File: src/rtl/sic_pkg.sv
package sic_pkg;
    localparam int ADDR_W = 6;
    localparam logic [ADDR_W-1:0] ADR_CTRL  = 6'h00;
    localparam logic [ADDR_W-1:0] ADR_EDGE  = 6'h08;
    localparam logic [ADDR_W-1:0] ADR_STA_A = 6'h10;
    localparam logic [ADDR_W-1:0] ADR_MSK_A = 6'h18;
    localparam logic [ADDR_W-1:0] ADR_STA_B = 6'h20;
    localparam logic [ADDR_W-1:0] ADR_MSK_B = 6'h28;
    localparam int CTRL_COR_BIT = 0;
endpackage

File: src/rtl/sic_edge_detect.sv
module sic_edge_detect #(
    parameter int N = 24
) (
    input  logic           clk,
    input  logic           rst_n,
    input  logic [N-1:0]   src,
    input  logic [2*N-1:0] esel,
    output logic [N-1:0]   ev
);
    logic [N-1:0] meta_q, sync_q, prev_q;

    always_ff @(posedge clk or negedge rst_n) begin
        if (!rst_n) begin
            meta_q <= '0;
            sync_q <= '0;
            prev_q <= '0;
        end else begin
            meta_q <= src;
            sync_q <= meta_q;
            prev_q <= sync_q;
        end
    end

    for (genvar i = 0; i < N; i++) begin : g_src
        logic rise_w, fall_w;
        assign rise_w = sync_q[i] & ~prev_q[i];
        assign fall_w = ~sync_q[i] & prev_q[i];
        assign ev[i]  = (esel[2*i+1] & rise_w) | (esel[2*i] & fall_w);
    end
endmodule

File: src/rtl/sic_bank.sv
module sic_bank #(
    parameter int N = 24,
    localparam int NB = (N + 7) / 8
) (
    input  logic          clk,
    input  logic          rst_n,
    input  logic [N-1:0]  ev,
    input  logic [N-1:0]  clr,
    input  logic [NB-1:0] msk_we,
    input  logic [7:0]    wdata,
    output logic [N-1:0]  status,
    output logic [N-1:0]  mask,
    output logic          irq
);
    always_ff @(posedge clk or negedge rst_n) begin
        if (!rst_n) begin
            status <= '0;
            irq    <= 1'b0;
        end else begin
            status <= (status & ~clr) | ev;
            irq    <= |(status & ~mask);
        end
    end

    for (genvar i = 0; i < N; i++) begin : g_mask
        always_ff @(posedge clk or negedge rst_n) begin
            if (!rst_n)
                mask[i] <= 1'b1;
            else if (msk_we[i/8])
                mask[i] <= wdata[i%8];
        end
    end
endmodule

File: src/rtl/sic_regbus.sv
module sic_regbus
    import sic_pkg::*;
#(
    parameter int N = 24,
    localparam int NB = (N + 7) / 8,
    localparam int EB = (2 * N + 7) / 8
) (
    input  logic              clk,
    input  logic              rst_n,
    input  logic [ADDR_W-1:0] addr,
    input  logic              wr_en,
    input  logic [7:0]        wdata,
    input  logic              rd_en,
    input  logic [N-1:0]      status_a,
    input  logic [N-1:0]      status_b,
    input  logic [N-1:0]      mask_a,
    input  logic [N-1:0]      mask_b,
    output logic              cor,
    output logic [2*N-1:0]    esel,
    output logic [N-1:0]      clr_a,
    output logic [N-1:0]      clr_b,
    output logic [NB-1:0]     mska_we,
    output logic [NB-1:0]     mskb_we,
    output logic [7:0]        rd_data
);
    localparam int PW = 8 * NB;
    localparam int EW = 8 * EB;

    logic [PW-1:0] sa_p, sb_p, ma_p, mb_p;
    logic [EW-1:0] es_p;
    logic [7:0]    rmux;

    assign sa_p = PW'(status_a);
    assign sb_p = PW'(status_b);
    assign ma_p = PW'(mask_a);
    assign mb_p = PW'(mask_b);
    assign es_p = EW'(esel);

    always_ff @(posedge clk or negedge rst_n) begin
        if (!rst_n)
            cor <= 1'b0;
        else if (wr_en && addr == ADR_CTRL)
            cor <= wdata[CTRL_COR_BIT];
    end

    for (genvar j = 0; j < 2 * N; j++) begin : g_esel
        always_ff @(posedge clk or negedge rst_n) begin
            if (!rst_n)
                esel[j] <= 1'b0;
            else if (wr_en && addr == ADR_EDGE + ADDR_W'(j / 8))
                esel[j] <= wdata[j % 8];
        end
    end

    for (genvar k = 0; k < NB; k++) begin : g_mwe
        assign mska_we[k] = wr_en && addr == ADR_MSK_A + ADDR_W'(k);
        assign mskb_we[k] = wr_en && addr == ADR_MSK_B + ADDR_W'(k);
    end

    for (genvar i = 0; i < N; i++) begin : g_clr
        logic hit_a, hit_b;
        assign hit_a = addr == ADR_STA_A + ADDR_W'(i / 8);
        assign hit_b = addr == ADR_STA_B + ADDR_W'(i / 8);
        assign clr_a[i] = hit_a && ((wr_en && !cor && wdata[i % 8]) ||
                                    (rd_en && cor && status_a[i]));
        assign clr_b[i] = hit_b && ((wr_en && !cor && wdata[i % 8]) ||
                                    (rd_en && cor && status_b[i]));
    end

    always_comb begin
        rmux = 8'h00;
        if (addr == ADR_CTRL)
            rmux = {7'b0, cor};
        for (int e = 0; e < EB; e++)
            if (addr == ADR_EDGE + ADDR_W'(e))
                rmux = es_p[8*e +: 8];
        for (int k = 0; k < NB; k++) begin
            if (addr == ADR_STA_A + ADDR_W'(k)) rmux = sa_p[8*k +: 8];
            if (addr == ADR_MSK_A + ADDR_W'(k)) rmux = ma_p[8*k +: 8];
            if (addr == ADR_STA_B + ADDR_W'(k)) rmux = sb_p[8*k +: 8];
            if (addr == ADR_MSK_B + ADDR_W'(k)) rmux = mb_p[8*k +: 8];
        end
    end

    always_ff @(posedge clk or negedge rst_n) begin
        if (!rst_n)
            rd_data <= 8'h00;
        else if (rd_en)
            rd_data <= rmux;
    end
endmodule

File: src/rtl/sec_irq_ctrl.sv
module sec_irq_ctrl
    import sic_pkg::*;
#(
    parameter int N_SRC = 24,
    localparam int NB = (N_SRC + 7) / 8
) (
    input  logic              clk,
    input  logic              rst_n,
    input  logic [N_SRC-1:0]  src,
    input  logic [ADDR_W-1:0] addr,
    input  logic              wr_en,
    input  logic [7:0]        wdata,
    input  logic              rd_en,
    output logic [7:0]        rd_data,
    output logic              irq_a,
    output logic              irq_b
);
    logic [N_SRC-1:0]   ev, status_a, status_b, mask_a, mask_b, clr_a, clr_b;
    logic [2*N_SRC-1:0] esel;
    logic [NB-1:0]      mska_we, mskb_we;
    logic               cor;

    sic_edge_detect #(.N(N_SRC)) u_edge (
        .clk(clk), .rst_n(rst_n), .src(src), .esel(esel), .ev(ev)
    );

    sic_regbus #(.N(N_SRC)) u_bus (
        .clk(clk), .rst_n(rst_n), .addr(addr), .wr_en(wr_en), .wdata(wdata),
        .rd_en(rd_en), .status_a(status_a), .status_b(status_b),
        .mask_a(mask_a), .mask_b(mask_b), .cor(cor), .esel(esel),
        .clr_a(clr_a), .clr_b(clr_b), .mska_we(mska_we), .mskb_we(mskb_we),
        .rd_data(rd_data)
    );

    sic_bank #(.N(N_SRC)) u_bank_a (
        .clk(clk), .rst_n(rst_n), .ev(ev), .clr(clr_a), .msk_we(mska_we),
        .wdata(wdata), .status(status_a), .mask(mask_a), .irq(irq_a)
    );

    sic_bank #(.N(N_SRC)) u_bank_b (
        .clk(clk), .rst_n(rst_n), .ev(ev), .clr(clr_b), .msk_we(mskb_we),
        .wdata(wdata), .status(status_b), .mask(mask_b), .irq(irq_b)
    );
endmodule

File: config.mk
export PLATFORM = sky130hd
export DESIGN_NAME = sec_irq_ctrl
export DESIGN_NICKNAME = d
export VERILOG_FILES = /design/src/rtl/sic_pkg.sv /design/src/rtl/sic_edge_detect.sv /design/src/rtl/sic_bank.sv /design/src/rtl/sic_regbus.sv /design/src/rtl/sec_irq_ctrl.sv
export SDC_FILE = /design/constraint.sdc
export NUM_CORES = 1
export LEC_CHECK = 0
export CORE_MARGIN = 10
export CORE_UTILIZATION = 25
export DETAILED_ROUTE_END_ITERATION = 8
export GPL_ROUTABILITY_DRIVEN = 0
export PLACE_DENSITY_LB_ADDON = 0.2
export RECOVER_POWER = 25
export SETUP_SLACK_MARGIN = 0.2
export SLEW_MARGIN = 20
export SYNTH_ARGS = -nofsm -noshare
export SYNTH_HDL_FRONTEND = slang
export SYNTH_HIERARCHICAL = 1
export SYNTH_SLANG_ARGS = --single-unit
File: constraint.sdc
create_clock -name clk -period 2 [get_ports clk]
set_input_delay 0.3 -clock clk [delete_from_list [all_inputs] [get_ports clk]]
set_output_delay 0.3 -clock clk [all_outputs]
set_load 0.01 [all_outputs]
; ---- Word-level counts from Yosys, hierarchy flattened
; Index checks and enable logic that the tools add are counted.
[word_totals]
reg_bits = 227
input_bits = 42
[classes]
eq_ne = 18
n_bitwise = 178
reduce_logical = 171
muxes = 19
[ops]
columns = operator, count
row1 = 8-bit two-way mux, 18
row2 = 1-bit logical AND, 119
row3 = 1-bit AND, 96
row4 = 24-bit AND, 4
row5 = 24-bit NOT, 4
row6 = 1-bit logical OR, 48
row7 = 1-bit NOT, 48
row8 = 24-bit OR, 2
row9 = 24-bit OR reduction, 2
row10 = 6-bit by 4-bit == test with 1-bit output (second input constant), 6
row11 = 6-bit by 5-bit == test with 1-bit output (second input constant), 6
row12 = 6-bit == test (second input constant), 6
row13 = 1-bit OR, 24
row14 = 6-bit zero test, 1
row15 = 1-bit zero test, 1
row16 = 1-bit two-way mux, 1

; ---- Depth between registers and ports, before layout
; Gate-level depths: netlist of run 1.
[depth]
depth_word = 20
ltp_mapped = 9
mapped_depth_nobuf = 6

; ---- Hierarchy
; Netlist of run 1, hierarchy kept.
[by_module_without_submodules]
columns = module, area_per_inst_um2, n_inst, seq_area_each_um2, cells_each
row1 = sic_regbus, 4286.6, 1, 1426.4, 497
row2 = sic_bank, 1910.6, 2, 1256.2, 140
row3 = sic_edge_detect, 2282.2, 1, 1801.7, 144

; ---- Worst setup path after synthesis of run 1
; OpenSTA, ideal clock, no wires.
[synth_timing]
path_kind = input to register
from = in addr[2]
to = reg u_bus.esel[24]
required_ns = 1.875
arrival_time_ns = 1.785
stages = 5
setup_slack_ns = 0.090
cell_sequence = buf_4 > or4b_4 > or3_1 > buf_6 > mux2_4
[synth_via]
elab_chain_len = 2
[synth_rtl]
columns = element, line_no
row1 = from (decl), sec_irq_ctrl.sv:10  ; input logic [ADDR_W-1:0] addr,
row2 = 6-bit by 4-bit == test with 1-bit output, sic_regbus.sv:50  ; else if (wr_en && addr == ADR_EDGE + ADDR_W'(j / 8))
row3 = 1-bit logical AND, sic_regbus.sv:50
row4 = "to (signal, indexed assignment)", sic_regbus.sv:51  ; esel[j] <= wdata[j % 8];
row5 = to (decl), sic_regbus.sv:19  ; output logic [2*N-1:0] esel,
; No other way between the ends.
; A chain may end at the register's enable or synchronous reset.

; ---- Final worst setup path of run 1
[layout_timing]
from = reg u_bus.esel[21]
to = reg u_bus.rd_data[5]
[layout_via]
elab_chain_len = 16
[layout_rtl]
columns = element, line_no
row1 = 8-bit two-way mux (4 in a row), sic_regbus.sv:75  ; if (addr == ADR_EDGE + ADDR_W'(e))
row2 = 8-bit two-way mux, sic_regbus.sv:78  ; if (addr == ADR_STA_A + ADDR_W'(k)) rmux = sa_p[8*k +: 8];
row3 = 8-bit two-way mux, sic_regbus.sv:79  ; if (addr == ADR_MSK_A + ADDR_W'(k)) rmux = ma_p[8*k +: 8];
row4 = 8-bit two-way mux, sic_regbus.sv:80  ; if (addr == ADR_STA_B + ADDR_W'(k)) rmux = sb_p[8*k +: 8];
row5 = 8-bit two-way mux, sic_regbus.sv:81  ; if (addr == ADR_MSK_B + ADDR_W'(k)) rmux = mb_p[8*k +: 8];
row6 = 8-bit two-way mux, sic_regbus.sv:78
row7 = 8-bit two-way mux, sic_regbus.sv:79
row8 = 8-bit two-way mux, sic_regbus.sv:80
row9 = 8-bit two-way mux, sic_regbus.sv:81
row10 = 8-bit two-way mux, sic_regbus.sv:78
row11 = 8-bit two-way mux, sic_regbus.sv:79
row12 = 8-bit two-way mux, sic_regbus.sv:80
row13 = 8-bit two-way mux, sic_regbus.sv:81
row14 = to (signal assigned), sic_regbus.sv:89  ; rd_data <= rmux;
row15 = to (decl), sic_regbus.sv:24  ; output logic [7:0] rd_data
; No other way between the ends.

==> flow_metrics.tcl, run 1 <==
set metrics [dict create \
    dieWidth_um 224 \
    worst_hold_slack_ps 299 \
    peakVddDrop_v 0.000560 \
    final_cell_area_sq_mm 0.0139 \
    rrSetupSlack_ps 220 \
    status "completed" \
    clk_latency_ps 550 \
    cts_made_buffers 27 \
    power_mw 12.5 \
    tns_ps 0 \
    num_rows 74 \
    viasPerCell 4.93 \
    p_per_area_mw_per_mm2 902 \
    max_stage_delay_ps 390 \
    initial_core_util_pct 25.4 \
    startpoint "u_bus/esel[21]$_DFFE_PN0P_" \
    htreeDepth 1 \
    clockBufferDepth 3 \
    cts.sinks 227 \
    core-area_sq_mm 0.0409 \
    die_h_um 224 \
    cts_root_buffer "clkbuf_16" \
    multi_input_area_sq_mm 0.00445 \
    p_leak_nw 6.02 \
    fin_nets 1157 \
    min_period_ps 1780 \
    crit_required_ps 2440 \
    layout-drive-gt1-share_pct 36.9 \
    syn_to_final_growth_pct 33.5 \
    placed_cells 1595 \
    seq_area_sq_mm 0.00574 \
    ys_warn_count 6 \
    first_pass_iters 6 \
    worstPathArrival_ps 2220 \
    dp_hpwl_um 28600 \
    synth_nets 963 \
    cp-start-kind "register" \
    ys_seq_area_share_pct 55.3 \
    cp_cell_sequence "mux2_2 -> a22o_1 -> a222oi_1 -> a211o_1 -> nand4_1 -> and3_1" \
    utilization_pct 33.9 \
    cts_tree "done" \
    setup_viol 0 \
    skew_ps 7.95 \
    r2r-start "u_bus/esel[21]$_DFFE_PN0P_" \
    max_slew_margin_pct 30.0 \
    slowest_stage "dfrtp_1" \
    end_kind "register" \
    grt_pass1_vias 8521 \
    period_share_pct 88.8 \
    ys.flop_type "dfrtp_1" \
    wl_per_cell_um 23.1 \
    ant_nets 0 \
    first_iter_violations 643 \
    fin_cells 1669 \
    asyncSetResetFlopFracSynth_pct 100 \
    r2r_end "u_bus/rd_data[5]$_DFFE_PN0P_" \
    synth_area_sq_mm 0.0104 \
    setup_slack_ps 224 \
    critPathMaxFanout 3 \
    synth_cell_type_count 62 \
    ys_seq_elements 227 \
    fmax_ghz 0.563 \
    tightestPinTransition_ps 1050 \
    grt_pass1_wl_um 57800 \
    die_area_sq_mm 0.0501 \
    antenna_found_initial 5 \
    gr-total-overflow 0 \
    nFillCells 4146 \
    syn_inst 921 \
    synth_edf_count 0 \
    place_ws_ps -687 \
    port_buffers 51 \
    max_cap_viol_count 0 \
    io_pins 52 \
    worstHoldPathType "primary input to register" \
    critPathKind "register to register" \
    cp-endpoint "u_bus/rd_data[5]$_DFFE_PN0P_" \
    drc 0 \
    postPlaceCellArea_sq_mm 0.0125 \
    grtUsageTotal_pct 15.2 \
    slew_violations 0 \
    hold_violations 0 \
    worstRegToRegCells 6 \
    rsz0062_at_grt "true" \
    clkTransAtPathRegs_ps 60 \
    grt_max_degree 58 \
    syn_avg_cell_area_sq_um 11.3 \
    vias 8232 \
    finalWirelength_um 38600 \
]
state kept, by name, indices dropped and copies added (netlist names):
register / flops
u_bank_a/irq: 1
u_bank_a/mask: 24
u_bank_a/status: 24
u_bank_b/irq: 1
u_bank_b/mask: 24
u_bank_b/status: 24
u_bus/cor: 1
u_bus/esel: 48
u_bus/rd_data: 8
u_edge/meta_q: 24
u_edge/prev_q: 24
u_edge/sync_q: 24
area by class of cell:
class | instances | share of cell area (%)
flip-flops and latches | 227 | 41.4
multi-input cells | 604 | 32.1
repair buffers | 206 | 13.4
clock buffers | 39 | 5.70
well taps | 532 | 4.80
inverters | 49 | 1.33
clock inverters | 10 | 1.29
diodes | 2 | 0.0361
per-layer routing:
| layer | global-route usage (%) | wire length [um] | vias up |
|---|---|---|---|
| met5 | 0 | 0 | - |
| met4 | 3.68 | 976 | 0 |
| met3 | 3.13 | 2180 | 60 |
| met2 | 24.2 | 17800 | 269 |
| met1 | 20.6 | 17700 | 4154 |
| li1 | - | - | 3749 |
synthesized netlist by cell type (6+ instances only):
library cell,n,area share (%)
nand3b_1,24,1.7
nand4_1,6,0.36
mux2_2,96,10
dfrtp_1,179,43
buf_2,20,0.96
o21ai_0,12,0.58
nor3_1,7,0.34
a211o_1,8,0.67
o21bai_1,48,3.5
and3_1,10,0.60
nand2_1,99,3.6
mux2_4,8,1.2
a221oi_1,11,0.93
a211oi_1,6,0.43
o21ai_2,24,2.0
inv_1,49,1.8
a22oi_1,9,0.65
nor4_1,8,0.48
nand3_1,18,0.87
dfstp_2,48,12
a22o_1,6,0.51
nor2_1,38,1.4
o22ai_1,40,2.4
clkbuf_1,15,0.54
a21oi_1,65,3.1
cell families (layout without fill, tap and decap cells):
group	count (synthesis)	after routing	share of synthesized area, %
AO/OA/AOI/OAI	256	256	17.0
buffers and inverters	90	304	3.78
flip-flops	227	227	55.3
multiplexers	107	107	12.0
other	0	2	0
AND/OR/NAND/NOR	241	241	12.0
worst max-delay path, delay by kind of cell, from the launching register on:
kind | cells | cell delay, ps
AND/OR/NAND/NOR | 2 | 250
multiplexers | 1 | 310
flip-flops | 1 | 390
AO/OA/AOI/OAI | 3 | 730
report_power, final:
group	switching, mW	internal, mW
combinational	0.780	0.740
sequential	0.483	5.15
clock	1.99	3.37
worst min-delay path by stage:
stage | start | end | slack [ps] | cells past startpoint
after CTS | src[6] | u_edge/meta_q[6]$_DFF_PN0_ | 160 | 1
after detailed placement | rst_n | u_bus/esel[35]$_DFFE_PN0P_ | 310 | 1
after global routing | src[5] | u_edge/meta_q[5]$_DFF_PN0_ | 280 | 1
final | src[23] | u_edge/meta_q[23]$_DFF_PN0_ | 300 | 1
after floorplan | rst_n | u_bank_a/irq$_DFF_PN0_ | 4 | 0
after global placement | rst_n | u_edge/prev_q[0]$_DFF_PN0_ | 310 | 1
placed cells by master (no fill, tap or decap), drive strengths merged, types with 11 or more instances in the layout:
cell           instances
dlygate4sd2           11
nand3b                24
nand3                 19
dlygate4sd3           25
buf                  152
a21oi                 65
o22ai                 40
a221oi                11
inv                   50
clkdlybuf4s50         13
mux2                 104
o21ai                 38
dfrtp                179
nand2                 99
dfstp                 48
nor2                  39
clkbuf                42
o21bai                48
what timing repair did:
action | 4_1_cts | 5_1_grt
gates resized for setup | 52 | 13
hold buffers | 1 | 0
buffers inserted | 11 | 7
gates cloned | 3 | 1
endpoints found under the setup margin | 88 | 24
hold endpoints to repair | 30 | 0
pin swaps | 14 | 16
Note: power is estimated with default switching activity, not from simulation.
==> inputs of run 2 (changes only) <==
--- a/config.mk
+++ b/config.mk
@@ -9,7 +9,6 @@
 export CORE_UTILIZATION = 25
 export DETAILED_ROUTE_END_ITERATION = 8
 export GPL_ROUTABILITY_DRIVEN = 0
-export PLACE_DENSITY_LB_ADDON = 0.2
 export RECOVER_POWER = 25
 export SETUP_SLACK_MARGIN = 0.2
 export SLEW_MARGIN = 20
==> flow_metrics.tcl, run 2 (synthesis results as in run 1) <==
set metrics [dict create \
    setup_slack_ps 110 \
    ant_nets 0 \
    end_kind "register" \
    p_leak_nw 5.85 \
    grtUsageTotal_pct 13.4 \
    fin_nets 1145 \
    slowest_stage "a21oi_1" \
    cts_root_buffer "clkbuf_16" \
    status "completed" \
    worstRegToRegCells 6 \
    power_frac_clock_pct 40.5 \
    dieWidth_um 224 \
    r2r_end "u_bus/rd_data[5]$_DFFE_PN0P_" \
    worstHoldPathType "primary input to register" \
    first_iter_violations 930 \
    place_ws_ps -740 \
    final_cell_area_sq_mm 0.0135 \
    p_sw_mw 3.12 \
    port_buffers 51 \
    dp_hpwl_um 25900 \
    drc 0 \
    period_share_pct 94.5 \
    cts.sinks 227 \
    clk_latency_ps 540 \
    io_pins 52 \
    crit_family "compound AO/OA/AOI/OAI gates" \
    vias 8277 \
    layout-drive-gt1-share_pct 34.9 \
    critPathMaxFanout 6 \
    wl_per_cell_um 20.9 \
    peakVddDrop_v 0.000646 \
    htreeDepth 1 \
    num_rows 74 \
    cp-endpoint "u_bus/rd_data[5]$_DFFE_PN0P_" \
    viasPerCell 4.99 \
    max_stage_delay_ps 580 \
    min_period_ps 1890 \
    max_slew_margin_pct 35.9 \
    rrSetupSlack_ps 160 \
    pwr-share-comb_pct 12.2 \
    startpoint "addr[1]" \
    worstPathArrival_ps 2360 \
    switching_share_pct 26.3 \
    slew_violations 0 \
    crit_required_ps 2480 \
    antenna_found_initial 2 \
    largest_register_ffs 48 \
    cp_num_buf_inv 2 \
    clockBufferDepth 3 \
    die_area_sq_mm 0.0501 \
    seqPwrFrac_pct 47.3 \
    cts_made_buffers 26 \
    max_cap_viol_count 0 \
    core-area_sq_mm 0.0409 \
    layout_common_cells "179 x dfrtp_1, 131 x buf_4, 99 x nand2_1, 95 x mux2_2, 63 x a21oi_1" \
    p_per_area_mw_per_mm2 877 \
    hold_violations 0 \
    crit_cells 8 \
    grt_pass1_vias 8397 \
    gr-total-overflow 0 \
    top_register "u_bus/esel" \
    clkTransAtPathRegs_ps 60 \
    cts_tree "done" \
    syn_to_final_growth_pct 30.2 \
    postPlaceCellArea_sq_mm 0.0124 \
    grt_max_degree 65 \
    p_int_mw 8.74 \
    critPathKind "primary input to register" \
    initial_core_util_pct 25.4 \
    fmax_ghz 0.529 \
    skew_ps 14.3 \
    setup_viol 0 \
    finalWirelength_um 34600 \
    cp-start-kind "primary input" \
    final_common_cell "dfrtp_1" \
    r2r-start "u_bus/esel[29]$_DFFE_PN0P_" \
    rsz0062_at_grt "true" \
    cp_cell_sequence "dlygate4sd2_1 -> buf_4 -> nand4bb_1 -> a21oi_1 -> a221oi_1 -> a211oi_1 -> a211o_1 -> and3_1" \
    die_h_um 224 \
    grt_pass1_wl_um 52500 \
    tightestPinTransition_ps 962 \
    first_pass_iters 5 \
]
run 2: power by group through the flow:
stage	registers [mW]	logic [mW]	clock network, mW
floorplan	5.47	0.765	0
global placement	5.67	1.36	0
detailed placement	5.68	1.39	0
CTS	5.60	1.40	4.93
global route	5.66	1.57	5.13
finish	5.61	1.45	4.81
run 2: repair_timing:
action	in CTS	in global routing
buffers inserted	6	7
hold buffers	1	0
endpoints found under the setup margin	83	35
pin swaps	16	16
hold endpoints to repair	54	0
resized for setup	31	19
run 2: how the worst min path moves through the flow:
stage | start | end | cells after the start
detailed placement | rst_n | u_edge/meta_q[1]$_DFF_PN0_ | 1
floorplan | rst_n | u_bank_a/irq$_DFF_PN0_ | 0
global route | src[8] | u_edge/meta_q[8]$_DFF_PN0_ | 1
global placement | rst_n | u_edge/meta_q[1]$_DFF_PN0_ | 1
finish | src[7] | u_edge/meta_q[7]$_DFF_PN0_ | 1
CTS | src[15] | u_edge/meta_q[15]$_DFF_PN0_ | 1
run 2: worst reg2reg max path, delay by kind of cell (launching register included):
| family | cells | cell delay, ps |
|---|---|---|
| AO/OA/AOI/OAI | 3 | 820 |
| flip-flops | 1 | 390 |
| multiplexers | 1 | 270 |
| AND/OR/NAND/NOR | 2 | 250 |
run 2: metal layers:
layer  global-route usage, %  up-vias  wire, um
met2                    20.6      366     15400
met1                    18.3     4122     15200
met5                       0        -         0
li1                        -     3720         -
met3                    3.14       69      2920
met4                    4.36        0      1140
run 2: final cells by class:
cell class / instances / area [sq um]
fillers: 4136 / 27400
multi-input cells: 604 / 4380
repair buffers: 195 / 1680
diodes: 3 / 7.51
clock inverters: 9 / 115
inverters: 49 / 184
clock buffers: 39 / 761
flip-flops and latches: 227 / 5740
well taps: 532 / 666
run 2: metrics by stage:
stage               setup TNS (ps)  utilization [%]  hold WS [ps]  total power, mW  instances
finish                           0             33.1           312             11.9       1658
global placement            -51830             30.3           291             7.03       1593
detailed placement          -54200             30.3           298             7.06       1593
CTS                              0             32.7           178             11.9       1648
global route                     0             33.0           291             12.4       1655
floorplan                        0                -          4.41             6.23        921
